==> src/rtl/dsr_pkg.sv <==
package dsr_pkg;

  typedef enum logic [1:0] {
    MC_NONE,   // mode steady
    MC_LEGAL,  // changed with both strobes low
    MC_QUIET,  // tolerated change, no effect
    MC_BAD     // outcome would be undefined: flag it
  } mode_chg_e;

  // Classify a mode transition using the strobe levels seen before it.
  function automatic mode_chg_e classify_mode_change(
    input logic mode_prev,
    input logic mode_cur,
    input logic shift_prev,
    input logic load_prev
  );
    if (mode_prev == mode_cur)              return MC_NONE;
    if (!shift_prev && !load_prev)          return MC_LEGAL;
    if (mode_cur && load_prev)              return MC_QUIET;
    if (!mode_cur && shift_prev && !load_prev) return MC_QUIET;
    return MC_BAD;
  endfunction

endpackage

==> src/rtl/dsr_delay.sv <==
module dsr_delay #(
  parameter int WIDTH = 1,
  parameter int DEPTH = 2
) (
  input  logic             clk,
  input  logic             rst_n,
  input  logic [WIDTH-1:0] din,
  output logic [WIDTH-1:0] dout
);
  logic [WIDTH-1:0] stage [DEPTH];

  always_ff @(posedge clk) begin
    if (!rst_n) begin
      for (int i = 0; i < DEPTH; i++) stage[i] <= '0;
    end else begin
      stage[0] <= din;
      for (int i = 1; i < DEPTH; i++) stage[i] <= stage[i-1];
    end
  end

  assign dout = stage[DEPTH-1];
endmodule

==> src/rtl/dsr_ctrl.sv <==
module dsr_ctrl
  import dsr_pkg::*;
(
  input  logic clk,
  input  logic rst_n,
  input  logic mode_cur,
  input  logic mode_prev,
  input  logic shift_cur,
  input  logic shift_prev,
  input  logic load_cur,
  input  logic load_prev,
  output logic load_ev,
  output logic shift_ev,
  output logic err_set
);
  mode_chg_e chg;
  logic      load_fall;
  logic      shift_fall;

  assign chg        = classify_mode_change(mode_prev, mode_cur, shift_prev, load_prev);
  assign load_fall  = load_prev & ~load_cur;
  assign shift_fall = shift_prev & ~shift_cur;

  assign load_ev  = (chg == MC_NONE) &&  mode_cur && load_fall;
  assign shift_ev = (chg == MC_NONE) && !mode_cur && shift_fall;
  assign err_set  = (chg == MC_BAD);

  // A bad mode change never coincides with a transfer.
  assert_bad_change_no_transfer_R10: assert property (@(posedge clk) disable iff (!rst_n)
    err_set |-> !(load_ev || shift_ev));

  // Only a falling strobe may cause a transfer.
  assert_transfer_needs_fall_R5: assert property (@(posedge clk) disable iff (!rst_n)
    (load_ev || shift_ev) |-> (load_prev && !load_cur) || (shift_prev && !shift_cur));
endmodule

==> src/rtl/dsr_datapath.sv <==
module dsr_datapath #(
  parameter int WIDTH = 4
) (
  input  logic             clk,
  input  logic             rst_n,
  input  logic             load_ev,
  input  logic             shift_ev,
  input  logic             err_set,
  input  logic             ser_d,
  input  logic [WIDTH-1:0] par_d,
  output logic [WIDTH-1:0] q,
  output logic             err
);
  function automatic logic [WIDTH-1:0] shift_up(input logic [WIDTH-1:0] v, input logic b);
    return {v[WIDTH-2:0], b};
  endfunction

  logic [WIDTH-1:0] q_q;
  logic             err_q;

  always_ff @(posedge clk) begin
    if (!rst_n) begin
      q_q   <= '0;
      err_q <= 1'b0;
    end else begin
      if (load_ev)       q_q <= par_d;
      else if (shift_ev) q_q <= shift_up(q_q, ser_d);
      err_q <= err_q | err_set;
    end
  end

  assign q   = q_q;
  assign err = err_q;

  assert_reset_clear_R1: assert property (@(posedge clk)
    !rst_n |=> (q_q == '0 && !err_q));

  assert_load_copies_R2: assert property (@(posedge clk) disable iff (!rst_n)
    load_ev |=> q_q == $past(par_d));

  assert_shift_moves_R3: assert property (@(posedge clk) disable iff (!rst_n)
    shift_ev |=> (q_q[0] == $past(ser_d)) && (q_q[WIDTH-1:1] == $past(q_q[WIDTH-2:0])));

  assert_idle_hold_R4: assert property (@(posedge clk) disable iff (!rst_n)
    !(load_ev || shift_ev) |=> $stable(q_q));

  assert_err_sticky_R10: assert property (@(posedge clk) disable iff (!rst_n)
    err_q |=> err_q);
endmodule

==> src/rtl/dual_strobe_shreg.sv <==
module dual_strobe_shreg #(
  parameter int WIDTH       = 4,
  parameter int SYNC_STAGES = 2
) (
  input  logic             clk,
  input  logic             rst_n,
  input  logic             mode_i,
  input  logic             shift_stb_i,
  input  logic             load_stb_i,
  input  logic             ser_i,
  input  logic [WIDTH-1:0] par_i,
  output logic [WIDTH-1:0] q_o,
  output logic             ser_o,
  output logic             err_o
);
  localparam int CTRL_W = 3;
  localparam int DATA_W = WIDTH + 1;
  localparam int DATA_DEPTH = SYNC_STAGES + 1;

  logic [CTRL_W-1:0] ctrl_cur, ctrl_prev;
  logic [DATA_W-1:0] data_prev;
  logic              load_ev, shift_ev, err_set;

  // Control inputs: synchronise, then keep one older sample for edges.
  dsr_delay #(.WIDTH(CTRL_W), .DEPTH(SYNC_STAGES)) u_ctrl_sync (
    .clk(clk), .rst_n(rst_n),
    .din({mode_i, shift_stb_i, load_stb_i}), .dout(ctrl_cur));

  dsr_delay #(.WIDTH(CTRL_W), .DEPTH(1)) u_ctrl_prev (
    .clk(clk), .rst_n(rst_n), .din(ctrl_cur), .dout(ctrl_prev));

  // Data follows the same path, aligned with the pre-edge control sample.
  dsr_delay #(.WIDTH(DATA_W), .DEPTH(DATA_DEPTH)) u_data_pipe (
    .clk(clk), .rst_n(rst_n), .din({ser_i, par_i}), .dout(data_prev));

  dsr_ctrl u_ctrl (
    .clk(clk), .rst_n(rst_n),
    .mode_cur(ctrl_cur[2]),   .mode_prev(ctrl_prev[2]),
    .shift_cur(ctrl_cur[1]),  .shift_prev(ctrl_prev[1]),
    .load_cur(ctrl_cur[0]),   .load_prev(ctrl_prev[0]),
    .load_ev(load_ev), .shift_ev(shift_ev), .err_set(err_set));

  dsr_datapath #(.WIDTH(WIDTH)) u_dp (
    .clk(clk), .rst_n(rst_n),
    .load_ev(load_ev), .shift_ev(shift_ev), .err_set(err_set),
    .ser_d(data_prev[WIDTH]), .par_d(data_prev[WIDTH-1:0]),
    .q(q_o), .err(err_o));

  assign ser_o = q_o[WIDTH-1];

  assert_single_transfer_R4: assert property (@(posedge clk) disable iff (!rst_n)
    $onehot0({load_ev, shift_ev}));
endmodule

==> config.mk <==
export PLATFORM = sky130hd
export DESIGN_NAME = dual_strobe_shreg
export DESIGN_NICKNAME = d
export VERILOG_FILES = /design/src/rtl/dsr_pkg.sv /design/src/rtl/dsr_delay.sv /design/src/rtl/dsr_ctrl.sv /design/src/rtl/dsr_datapath.sv /design/src/rtl/dual_strobe_shreg.sv
export SDC_FILE = /design/constraint.sdc
export NUM_CORES = 1
export LEC_CHECK = 0
export BUFFER_PORTS_ARGS = -buffer_cell sky130_fd_sc_hd__buf_4
export CAP_MARGIN = 5
export CORE_MARGIN = 2
export CORE_UTILIZATION = 50
export CTS_CLUSTER_DIAMETER = 30
export DETAILED_ROUTE_END_ITERATION = 7
export HOLD_SLACK_MARGIN = 0.12
export PLACE_DENSITY = 0.75
export REMOVE_ABC_BUFFERS = 1
export SYNTH_ARGS = -nofsm -noshare
export SYNTH_HDL_FRONTEND = slang
export SYNTH_HIERARCHICAL = 1
export SYNTH_SLANG_ARGS = --single-unit
export TNS_END_PERCENT = 50
==> constraint.sdc <==
create_clock -name clk -period 2.1 [get_ports clk]
set_input_delay 0.42 -clock clk [delete_from_list [all_inputs] [get_ports clk]]
set_output_delay 0.42 -clock clk [all_outputs]
set_load 0.1 [all_outputs]
==> run summary, run 1 <==
GR Layer Usage met2 - 17.4%
Int Power - 750 uW
share of cells above drive strength 1 - 34.0%
Seq cells post-synth - 29
Synthesis Warnings - 6
Slew HR - 79.5%
initial antenna violation count - 0
P&R area growth vs syn - 12.1%
clk buf depth - 2
final WL - 1120 um
post-synth design cell area - 1010 sq um
initial DRC count - 5
wire per inst - 9.06 um
critical path, cell by cell - inv_1 > ha_1 > nand2_1 > nor2_1 > mux2_1 > o211a_1
clk root buf - clkbuf_4
Final min period - 1.53 ns
Tot GR Track Use - 12.4%
CP max stage cell - mux2_1
Min Hold Slack - 0.313 ns
most common cell in the synthesized netlist - dfxtp_1
Placeable Area - 1940 sq um
Die Span Y - 48.9 um
TritonCTS clock tree - built
Logic pwr share - 4.2%
clock share of power - 34.7%
Routed Antenna Nets - 0
setup_tns - 0 ns
max_cap viols - 0
Hold Vio Cnt, Final - 0
Die Area - 2400 sq um
Clock Latency Late Sink - 0.31 ns
crit start category - flip-flop
RSZ-0062 raised after global routing - false
largest net degree at the start of global routing - 30
worst min-delay path category - in -> reg
number of vias per cell - 4.40
grt met3 use - 8.28%
post-CTS setup buffer count - 0
worst-margin pin slew - 0.306 ns
Resized cells post-CTS - 0
Mapped Avg Cell Area - 11.9 sq um
CTS Hold Bufs - 0
Pwr Density - 827 nW/um^2
clock buffer count from CTS - 5
critical path fanouts, max - 4
Critical Path End Type - flip-flop
Fmax - 655 MHz
H-tree depth - 2
Port Buffers - 15
CTS Sinks - 29
sw frac - 19.9%
Initial DRT Pass Iterations - 2
crit path kind - reg -> reg
Die X - 48.9 um
vias in the first global route - 498
Crit path required time - 2.31 ns
DRC Markers - 0
sequential power share - 61.2%
diode count - 0
M1 GR Usage - 13.4%
part of the cycle the worst path needs - 72.7%
Via Count - 545
gr ovfl total - 0
biggest cell delay along the critical path - 0.36 ns
Unique masters post-synth - 16
Peak VDD IR - 0.490 mV
EDFF count, synth - 0
Leak Pwr - 0.000553 uW
post-synthesis sequential area ratio - 57.5%
# fillers - 172
routability cong. - 0.653
Main synth FF type - dfxtp_1
post-synth top area cell - dfxtp_1
Critical Path AT - 1.73 ns
Row Count - 16
fraction of registers with async set or reset after synthesis - 0%
first-pass GRT wire length - 2080 um
status - completed
Psw - 186 uW
Yosys top cell area share - 57.5%
initial core utilization - 52.0%
count of final setup violators - 0
synth top area cells - dfxtp_1 57%, and2_2 8.2%, and2_1 8.1%, buf_4 6.7%, mux2_1 4.5%
grt peak-use layer - met2
Worst-path clk slew - 0.08 ns
Mapped Cells - 85
Nets - 109
most frequent cells after synthesis - 29 x dfxtp_1, 13 x and2_1, 11 x and2_2
final slew viol count - 0
Worst Skew - 0.00747 ns
IO Pins - 16
cell families after synthesis:
logic type,count (synthesis),share of synthesized area (%)
flops,29,57.5
buf+inv,12,8.55
mux,4,4.46
fa+ha+maj,2,2.48
compound gates,6,5.58
simple gates,32,21.4
per-layer routing:
metal	part of all wire (%)	vias to the layer above
met1	40	237
met2	48	18
li1	-	285
met4	2.6	0
met5	0	-
met3	9.0	5
area by class of cell:
class / instances / area, sq um / share of cell area, %
inverter: 2 / 7.51 / 0.663
clock buffer: 7 / 55.1 / 4.86
tap: 27 / 33.8 / 2.98
sequential: 29 / 581 / 51.3
timing repair buffer: 15 / 113 / 9.94
multi-input combinational: 44 / 343 / 30.3
cells in the final DEF, fill, tap and decap left out, types with 2 or more instances in the layout:
master | netlist | final
and2_2 | 11 | 11
mux2_1 | 4 | 4
o211a_1 | 4 | 4
nand2b_1 | 4 | 4
clkbuf_4 | 0 | 5
inv_1 | 2 | 2
ha_1 | 2 | 2
and2_1 | 13 | 13
buf_4 | 9 | 15
dfxtp_1 | 29 | 29
sequential cells by signal (all words and copies together), names as in the netlist:
register / count
u_dp/err: 1
u_dp/q: 4
u_ctrl_prev/stage: 3
u_data_pipe/stage: 15
u_ctrl_sync/stage: 6
through the flow:
step                      setup WS (ns)  instance area (sq um)  power (uW)  utilization (%)  std cells
final                             0.572                   1130         936             58.3        124
after global routing              0.453                   1130         993             58.3        124
after CTS                         0.551                   1130         955             58.3        124
after detailed placement          0.582                   1080         626             55.5        117
after global placement            0.622                   1080         623             55.5        117
after floorplan                  0.0837                    931         604                -         75
worst paths after layout:
kind / startpoint / to / slack, ns / cells after the start
max: u_ctrl_sync/stage[0][5]$_SDFF_PN0_ / u_dp/q[1]$_SDFFE_PN0P_ / 0.57 / 6
min: load_stb_i / u_ctrl_sync/stage[0][0]$_SDFF_PN0_ / 0.31 / 2
max reg2reg: u_ctrl_sync/stage[0][5]$_SDFF_PN0_ / u_dp/q[1]$_SDFFE_PN0P_ / 0.57 / 6
min reg2reg: u_ctrl_sync/stage[0][1]$_SDFF_PN0_ / u_ctrl_sync/stage[0][4]$_SDFF_PN0_ / 0.43 / 1
power groups by stage:
| stage | clock network [uW] | logic (uW) | registers, uW |
|---|---|---|---|
| 5_1_grt | 373 | 44.4 | 575 |
| 2_1_floorplan | 0 | 17.4 | 587 |
| 3_3_place_gp | 0 | 38.4 | 585 |
| 4_1_cts | 342 | 39.8 | 573 |
| 6_report | 324 | 39.0 | 573 |
| 3_5_place_dp | 0 | 39.7 | 586 |
critical path: cells and delay by family, from the launching register on:
family	cells	cell delay, ns
multiplexers	1	0.36
flip-flops	1	0.34
AND/OR/NAND/NOR	2	0.29
AO/OA/AOI/OAI	1	0.21
adder cells (fa/ha/maj)	1	0.14
buffers and inverters	1	0.09
No activity file was read; power rests on OpenSTA's default activity.
==> inputs of run 2 (changes only) <==
- ABC_AREA: unset -> 1
- CORE_UTILIZATION: 50 -> 48
- clock period: 2.1 -> 1.25 ns (I/O delays scaled with it)
==> run 2 against run 1 <==
Clock power up 70%. Core utilization rose by 8.3 points. Highest routed layer unchanged. Wire length grew 39%. Critical endpoint is now q_o[3]. Critical path depth shrank 5. Largest cell class unchanged. Cell count increased by 42%.
==> run summary, run 2 <==
CP max stage cell - dfxtp_1
first-pass GRT wire length - 2620 um
Peak VDD IR - 0.814 mV
critical path, cell by cell - buf_4
worst r2r dst - u_dp/q[2]$_SDFFE_PN0P_
synth top area cells - dfxtp_1 57%, nand2_1 15%, inv_1 11%, buf_4 6.6%, nand3_1 3.9%
Fmax - 815 MHz
Synthesis Warnings - 6
EDFF count, synth - 0
post-synthesis sequential area ratio - 56.9%
RSZ-0062 raised after global routing - true
clock share of power - 34.1%
Crit. path cell count - 1
clk root buf - clkbuf_4
H-tree depth - 2
Die X - 50.1 um
Die Span Y - 50.1 um
Row Count - 16
Yosys top cell area share - 56.9%
Hold Vio Cnt, Final - 0
Reg with most FFs - u_data_pipe/stage
part of the cycle the worst path needs - 98.1%
max_cap viols - 0
Mapped Cells - 126
Crit path required time - 1.00 ns
Port Buffers - 15
wire per inst - 8.87 um
Die Area - 2510 sq um
P&R area growth vs syn - 29.3%
final slew viol count - 0
number of vias per cell - 4.22
Critical Path AT - 0.98 ns
Cell Count, Final, Fillers Out - 176
Worst-path clk slew - 0.09 ns
initial DRC count - 13
worst-margin pin slew - 0.275 ns
routability cong. - 0.709
Initial DRT Pass Iterations - 3
largest net degree at the start of global routing - 30
total placed cells including tap cells - 159
max FFs per register - 15
crit path kind - reg -> out
diode count - 0
most common cell in the synthesized netlist - nand2_1
crit start category - flip-flop
TritonCTS clock tree - built
CP endpoint - q_o[3]
Leak Pwr - 0.000760 uW
DP HPWL - 920 um
worst min-delay path category - in -> reg
# fillers - 157
DRC Markers - 0
Pwr Density - 1220 nW/um^2
count of final setup violators - 0
Min Hold Slack - 0.283 ns
Crit Reg-Reg Startpoint - u_ctrl_prev/stage[0][2]$_SDFF_PN0_
Routed Antenna Nets - 0
initial core utilization - 51.5%
vias in the first global route - 695
Unique masters post-synth - 12
fraction of registers with async set or reset after synthesis - 0%
clk buf depth - 2
Mapped Avg Cell Area - 8.10 sq um
Final Util - 66.6%
initial antenna violation count - 0
Seq cells post-synth - 29
R2R depth - 9
post-synth design cell area - 1020 sq um
most frequent cells in the layout - 38 x nand2_1, 28 x inv_1, 27 x dfxtp_1, 15 x buf_4, 8 x dlygate4sd3_1
Slew HR - 81.7%
critical path fanouts, max - 3
Worst Skew - 0.0126 ns
crit path from - u_dp/q[3]$_SDFFE_PN0P_
R2R Setup Slk - 0.03 ns
Placeable Area - 1980 sq um
Cell Area, Placed - 1100 sq um
Psw - 343 uW
Clock Latency Late Sink - 0.32 ns
Critical Path End Type - output port
Tot GR Track Use - 14.4%
clock buffer count from CTS - 5
sequential power share - 59.7%
post-synth top area cell - dfxtp_1
family with the most delay on the worst path - flip-flops
Nets - 161
IO Pins - 16
hold_sp - rst_n
biggest cell delay along the critical path - 0.36 ns
commonest non-fill, non-tap cell in the layout - nand2_1
Logic pwr share - 6.2%
most frequent cells after synthesis - 40 x nand2_1, 30 x inv_1, 29 x dfxtp_1
status - completed
Via Count - 743
design area - 1320 sq um
hold path cells - 3
Main synth FF type - dfxtp_1
final WL - 1560 um
CTS Sinks - 29
Int Power - 1270 uW
share of cells above drive strength 1 - 24.8%
Final min period - 1.23 ns
gr ovfl total - 0
Buf+Inv Stages, Crit Path - 1
sw frac - 21.3%
[run 2: routing by layer]
layer  GRT usage, %  vias up  routed length, um
li1               -      398                  -
met2           24.6       20                760
met3           5.45        6                 80
met4           11.1        0                 46
met1           13.9      319                673
met5              0        -                  0
[run 2: timing repair]
| item | in CTS | in global routing |
|---|---|---|
| endpoints found under the setup margin | 7 | 6 |
| pin swaps | 0 | 7 |
| buffers inserted | 0 | 2 |
| endpoints found under the hold margin | 8 | 0 |
| gates resized for setup | 6 | 15 |
| hold buffers | 8 | 0 |
[run 2: worst min-delay path by stage]
| stage | end | slack, ns |
|---|---|---|
| finish | u_ctrl_prev/stage[0][2]$_SDFF_PN0_ | 0.28 |
| global route | u_data_pipe/stage[0][7]$_SDFF_PN0_ | 0.30 |
| CTS | u_ctrl_sync/stage[0][5]$_SDFF_PN0_ | 0.27 |
| detailed placement | u_data_pipe/stage[0][13]$_SDFF_PN0_ | 0.40 |
| global placement | u_ctrl_sync/stage[0][4]$_SDFF_PN0_ | 0.39 |
| floorplan | u_ctrl_prev/stage[0][0]$_SDFF_PN0_ | 0.34 |
[run 2: kinds of logic (layout without fill, tap and decap cells)]
family | count (synthesis) | after routing | share of synthesized area, %
AO/OA/AOI/OAI | 2 | 2 | 1.23
adder cells (fa/ha/maj) | 2 | 2 | 2.45
buffers and inverters | 41 | 64 | 19.1
flip-flops | 29 | 29 | 56.9
AND/OR/NAND/NOR | 52 | 52 | 20.3
[run 2: power groups by stage]
stage | clock network, uW | registers, uW | logic (uW)
floorplan | 0 | 988 | 27.1
global placement | 0 | 986 | 65.6
detailed placement | 0 | 987 | 69.1
CTS | 568 | 966 | 89.8
global route | 604 | 968 | 114
finish | 550 | 964 | 99.4
[run 2: metrics by stage]
stage / worst slack (ns) / power, uW / setup TNS (ns)
after floorplan: -0.684 / 1020 / -2.02
after global placement: 0.0538 / 1050 / 0
after detailed placement: -0.0380 / 1060 / -0.139
after CTS: 0.00959 / 1620 / 0
after global routing: -0.0524 / 1690 / -0.156
final: 0.0233 / 1610 / 0
[run 2: cell type report]
class	instances	area [sq um]	area share, %
Sequential cell	29	588	44.5
Multi-Input combinational cell	56	298	22.6
Timing Repair Buffer	26	226	17.2
Inverter	31	119	9.00
Clock buffer	7	55.1	4.17
Tap cell	27	33.8	2.56
